File: config.mk
export PLATFORM = sky130hd
export DESIGN_NAME = rotmask_unit
export DESIGN_NICKNAME = d
export VERILOG_FILES = /design/src/rtl/rotmask_pkg.sv /design/src/rtl/rotm_word_prep.sv /design/src/rtl/rotm_rotator.sv /design/src/rtl/rotm_mask_gen.sv /design/src/rtl/rotmask_unit.sv
export SDC_FILE = /design/constraint.sdc
export NUM_CORES = 1
export LEC_CHECK = 0
export ABC_AREA = 1
export BUFFER_PORTS_ARGS = -buffer_cell sky130_fd_sc_hd__buf_2
export CAP_MARGIN = 5
export CORE_MARGIN = 4
export CORE_UTILIZATION = 35
export DETAILED_ROUTE_END_ITERATION = 7
export PLACE_DENSITY = 0.67
export REMOVE_ABC_BUFFERS = 1
export SYNTH_ARGS = -nofsm -noshare
export SYNTH_HDL_FRONTEND = slang
export SYNTH_SLANG_ARGS = --single-unit
File: constraint.sdc
create_clock -name vclk -period 3.19
set_input_delay 0.4785 -clock vclk [all_inputs]
set_output_delay 0.4785 -clock vclk [all_outputs]
set_load 0.005 [all_outputs]
File: src/rtl/rotmask_pkg.sv
package rotmask_pkg;
  localparam int unsigned DATA_W = 64;
  localparam int unsigned POS_W  = $clog2(DATA_W);
  localparam int unsigned HALF_W = DATA_W / 2;

  typedef logic [DATA_W-1:0] data_t;
  typedef logic [POS_W-1:0]  pos_t;
endpackage

File: src/rtl/rotm_word_prep.sv
module rotm_word_prep #(
  parameter int unsigned W  = 64,
  parameter int unsigned PW = $clog2(W)
) (
  input  logic [W-1:0]  operand_i,
  input  logic          word32_i,
  input  logic [PW-1:0] first_i,
  input  logic [PW-1:0] last_i,
  output logic [W-1:0]  operand_o,
  output logic [PW-1:0] first_o,
  output logic [PW-1:0] last_o
);
  localparam int unsigned HW = W / 2;

  // half-word mode: duplicate low half, bounds land in low half (+HW)
  always_comb begin
    if (word32_i) begin
      operand_o = {operand_i[HW-1:0], operand_i[HW-1:0]};
      first_o   = {1'b1, first_i[PW-2:0]};
      last_o    = {1'b1, last_i[PW-2:0]};
    end else begin
      operand_o = operand_i;
      first_o   = first_i;
      last_o    = last_i;
    end
  end
endmodule

File: src/rtl/rotm_rotator.sv
module rotm_rotator #(
  parameter int unsigned W  = 64,
  parameter int unsigned PW = $clog2(W)
) (
  input  logic [W-1:0]  data_i,
  input  logic [PW-1:0] amount_i,
  output logic [W-1:0]  data_o
);
  logic [W-1:0] stage [PW+1];

  assign stage[0] = data_i;

  // log-depth barrel, stage s rotates by 2**s
  for (genvar s = 0; s < PW; s++) begin : g_stage
    localparam int unsigned SH = 1 << s;
    logic [W-1:0] rotated;
    assign rotated      = {stage[s][W-1-SH:0], stage[s][W-1:W-SH]};
    assign stage[s+1]   = amount_i[s] ? rotated : stage[s];
  end

  assign data_o = stage[PW];
endmodule

File: src/rtl/rotm_mask_gen.sv
module rotm_mask_gen #(
  parameter int unsigned W  = 64,
  parameter int unsigned PW = $clog2(W)
) (
  input  logic [PW-1:0] first_i,
  input  logic [PW-1:0] last_i,
  output logic [W-1:0]  mask_o
);
  logic wrap;
  assign wrap = first_i > last_i;

  // per-bit compare against MSB-0 position of that bit
  for (genvar i = 0; i < W; i++) begin : g_bit
    localparam logic [PW-1:0] POS = PW'(W - 1 - i);
    logic after_first, before_last;
    assign after_first = POS >= first_i;
    assign before_last = POS <= last_i;
    assign mask_o[i]   = wrap ? (after_first | before_last)
                              : (after_first & before_last);
  end
endmodule

File: src/rtl/rotmask_unit.sv
module rotmask_unit
  import rotmask_pkg::*;
(
  input  logic [63:0] operand_i,
  input  logic [5:0]  amount_i,
  input  logic        word32_i,
  input  logic [5:0]  first_i,
  input  logic [5:0]  last_i,
  output logic [63:0] rot_o,
  output logic [63:0] mask_o
);
  data_t prep_op;
  pos_t  prep_first, prep_last;

  rotm_word_prep #(.W(DATA_W), .PW(POS_W)) u_prep (
    .operand_i (operand_i),
    .word32_i  (word32_i),
    .first_i   (first_i),
    .last_i    (last_i),
    .operand_o (prep_op),
    .first_o   (prep_first),
    .last_o    (prep_last)
  );

  rotm_rotator #(.W(DATA_W), .PW(POS_W)) u_rot (
    .data_i   (prep_op),
    .amount_i (amount_i),
    .data_o   (rot_o)
  );

  rotm_mask_gen #(.W(DATA_W), .PW(POS_W)) u_mask (
    .first_i (prep_first),
    .last_i  (prep_last),
    .mask_o  (mask_o)
  );
endmodule

### Yosys cells after proc, flatten, opt, wreduce, memory -nomap -nowiden

Cells that the tools add are included.

| cells by class | value |
|---|---|
| multiplexer cells | 73 |
| order comparisons | 129 |
| bitwise gates (word level) | 128 |

Operators with widths:

| kind | count |
|---|---|
| $mux W64 | 7 |
| $ge A6 B6 Y1 const A | 32 |
| $le A6 B6 Y1 const A | 32 |
| $ge A5 B6 Y1 const A | 16 |
| $le A5 B6 Y1 const A | 16 |
| $and A1 B1 Y1 | 64 |
| $mux W1 | 64 |
| $or A1 B1 Y1 | 64 |
| $ge A4 B6 Y1 const A | 8 |
| $le A4 B6 Y1 const A | 8 |
| $ge A3 B6 Y1 const A | 4 |
| $le A3 B6 Y1 const A | 4 |
| $ge A1 B6 Y1 const A | 2 |
| $ge A2 B6 Y1 const A | 2 |
| $le A1 B6 Y1 const A | 2 |
| $le A2 B6 Y1 const A | 2 |
| $mux W6 | 2 |
| $gt A6 B6 Y1 | 1 |

| storage, ports and cells | value |
|---|---|
| bits of input ports | 83 |
| logic and storage cells | 330 |
| output and inout bits | 128 |
| register bits | 0 |

### Depth between registers and ports, before layout

| logic depth | value |
|---|---|
| depth in word-level cells | 7 |
| mapped depth | 11 |

### Hierarchy

A second synthesis with hierarchy kept.

| unflattened totals | value |
|---|---|
| cell total of the unflattened synthesis | 1646 |
| area total of the unflattened synthesis | 7572.3 um^2 |

By module, submodules not included:

| module | seq. area each (um^2) | instances | area an instance (um^2) | cells each |
|---|---|---|---|---|
| rotm_rotator | 0.0 | 1 | 4461.8 | 980 |
| rotm_mask_gen | 0.0 | 1 | 2318.5 | 518 |
| rotm_word_prep | 0.0 | 1 | 792.0 | 148 |

### Worst setup path after synthesis

OpenSTA, ideal clock, no wires.

| timing | value |
|---|---|
| kind | input -> output |
| start point | in last_i[3] |
| end point | out mask_o[0] |
| arrival time | 1.756 ns |
| stages | 10 |
| path buffers | 2 |
| slack | 0.956 ns |
| cells stage by stage | buf_2 > inv_1 > ha_1 > nand2_1 > inv_1 > o21ai_0 > nand3_2 > nand2_4 > buf_6 > o21ai_0 |

| on the way | value |
|---|---|
| cells in the longest elaborated chain, start to end | 4 |
| elaborated cells between the ends (all ways) | 6 |
| classes of those cells | order compare: 2; mux: 2; bitwise: 2 |

RTL lines:

| item | RTL line | text |
|---|---|---|
| from (decl) | rotmask_unit.sv:8 | `input logic [5:0] last_i,` |
| $mux W6 * | rotm_word_prep.sv:17 | `if (word32_i) begin` |
| $le A6 B6 Y1 | rotm_mask_gen.sv:17 | `assign before_last = POS <= last_i;` |
| $and A1 B1 Y1 / $or A1 B1 Y1 (equally long branches) | rotm_mask_gen.sv:19, rotm_mask_gen.sv:18 |  |
| $mux W1 * | rotm_mask_gen.sv:18 | `assign mask_o[i] = wrap ? (after_first \| before_last)` |
| to (decl) | rotmask_unit.sv:10 | `output logic [63:0] mask_o` |

Mark *: on every way between the ends. The rest lies on a longest branch, timed or not.

### Worst setup path in the final report

| timing | value |
|---|---|
| start point | in word32_i |
| end point | out mask_o[34] |

| on the way | value |
|---|---|
| cells in the longest elaborated chain, start to end | 4 |
| elaborated cells between the ends (all ways) | 8 |
| classes of those cells | order compare: 3; mux: 3; bitwise: 2 |

RTL lines:

| item | RTL line | text |
|---|---|---|
| from (decl) | rotmask_unit.sv:6 | `input logic word32_i,` |
| $mux W6 | rotm_word_prep.sv:17 |  |
| $ge A5 B6 Y1 / $le A5 B6 Y1 (equally long branches) | rotm_mask_gen.sv:16, rotm_mask_gen.sv:17 |  |
| $and A1 B1 Y1 / $or A1 B1 Y1 (equally long branches) | rotm_mask_gen.sv:19, rotm_mask_gen.sv:18 |  |
| $mux W1 * | rotm_mask_gen.sv:18 |  |

Marks and branches as above.

==> flow_metrics.tcl <==
set metrics [dict create \
    fmax_mhz 350.8 \
    slew_headroom_pct 53.41 \
    drive_above_1_share_pct 17.77 \
    start_util_pct 36.04 \
    failed_checks "design-rule violations" \
    nFillCells 2170 \
    tns_ns 0 \
    core.rowCount 50 \
    drc 3 \
    grt_max_degree 65 \
    synth_cell_types 31 \
    ant_nets 0 \
    grt_overflow 0 \
    hold_violations 0 \
    design.die.area_um2 21820 \
    pin_count 211 \
    die_w_um 147.7 \
    crit_arrival_ns 2.37 \
    multi_input_area_um2 6112 \
    worstPathMaxFanout 24 \
    dr.pass1.iters 8 \
    routed_wl_um 33270 \
    synth_cells 1481 \
    regArea_um2 0 \
    nFlopsAndLatches 0 \
    crit_path_end_kind "output port" \
    synthTopCellsByCount "nand3_1 (592), nand2_1 (392), nor2_1 (97)" \
    leakage_nw 4.236 \
    fin_crit_sh_pct 89.36 \
    io_buffers 211 \
    cts_setup_buffers 0 \
    grt_pass1_wl_um 51050 \
    status "finished, violations left" \
    fin_nets 1711 \
    avgViaCountPerCell 5.974 \
    die_h_um 147.7 \
    routedWlPerCell_um 17.62 \
    ctsResizeCount 0 \
    via_count 11280 \
    ir_worst_vdd_v 0.0001552 \
    ys_seq_area_share_pct 0 \
    syn_avg_cell_area_um2 4.613 \
    gp_congestion 1.059 \
    synth_most_common_cell "nand3_1" \
    syn_area_um2 6832 \
    grt_pass1_vias 9786 \
    period_needed_ns 2.851 \
    crit_required_ns 2.71 \
    synth_area_leader_cell "nand3_1" \
    dpl_cell_area_um2 8110 \
    final_area_um2 8128 \
    dp_hpwl_um 26650 \
    drv_cap 0 \
    rsz0062_at_grt "false" \
    core-area_um2 18960 \
    n_clock_buffer 0 \
    critical_path_class "input pin to output port" \
    final_max_slew_viol_count 0 \
    antenna_found_initial 7 \
    drt_iter0_drc 1494 \
    netlist.area_leader.share_pct 43.37 \
    area_growth_pct 18.97 \
    power_density_nw_per_um2 208.1 \
    ys_warn_count 0 \
    grtUsageTotal_pct 28.02 \
    ctsHoldBuffers 0 \
    worst_slew_pin_slew_ns 0.6988 \
    setup_viol 0 \
    hold_class "input pin to output port" \
    start_kind "input pin" \
    whs_ns 1.468 \
    synthTopCellsByArea "nand3_1 (43%), nand2_1 (22%), a21oi_1 (5.5%), nor2_1 (5.3%), o21ai_0 (4.1%)" \
]
## path summary, 6_finish.rpt
check / start / endpoint / slack (ns) / cells past startpoint
max: word32_i / mask_o[34] / 0.34 / 10
min: amount_i[4] / rot_o[5] / 1.47 / 5
## stage by stage
step           setup WS (ns)  instances  util, %  total power, mW
4_1_cts               0.3977       1881    42.79            1.659
3_5_place_dp          0.4008       1881    42.79            1.653
5_1_grt               0.2026       1888    42.88            1.858
3_3_place_gp          0.4466       1881    42.79            1.645
6_report              0.3393       1888    42.88            1.691
2_1_floorplan         0.8244       1379        -           0.9250
## cell families (layout without fill, tap and decap cells)
logic type,count (synthesis),count (layout),share of synthesized area (%)
other cells,0,7,0
simple gates,1126,1126,74.69
buf+inv,171,311,10.53
fa+ha+maj,5,5,0.9158
compound gates,179,179,13.86
## per-layer routing
| layer | routed length (um) | track usage [%] |
|---|---|---|
| met1 | 13690 | 38.80 |
| met2 | 14460 | 43.84 |
| met3 | 3664 | 3.832 |
| met4 | 1454 | 11.14 |
| met5 | 0 | 0 |
## worst max-delay path, cell delays in order
cell	delay, ns
buf_2	0.21
nor2_8	0.32
nand2_1	0.14
a21boi_2	0.21
o21ai_0	0.13
nand3_2	0.12
nand2_4	0.16
buf_12	0.21
a21oi_1	0.20
buf_2	0.15
## final cells by class
| class | instances | share of cell area [%] |
|---|---|---|
| repair buffers | 242 | 17.40 |
| diodes | 7 | 0.2155 |
| inverters | 69 | 3.187 |
| well taps | 260 | 4.002 |
| multi-input cells | 1310 | 75.20 |
## power by group
group | leakage, nW | switching [mW] | internal (mW)
Clock | 0.0000444 | 0 | 0.000000294
Combinational | 4.24 | 1.09 | 0.606
Sequential | 0 | 0 | 0
## cells in the final DEF (no fill, tap or decap), types with 21 or more instances in the layout
cell / n
nand3_1: 592
nand2_1: 392
buf_2: 211
nor2_1: 97
a21oi_1: 75
inv_1: 58
o21ai_0: 56
or2_2: 29
o21ai_1: 25
buf_4: 21
No activity file was read; power rests on OpenSTA's default activity.
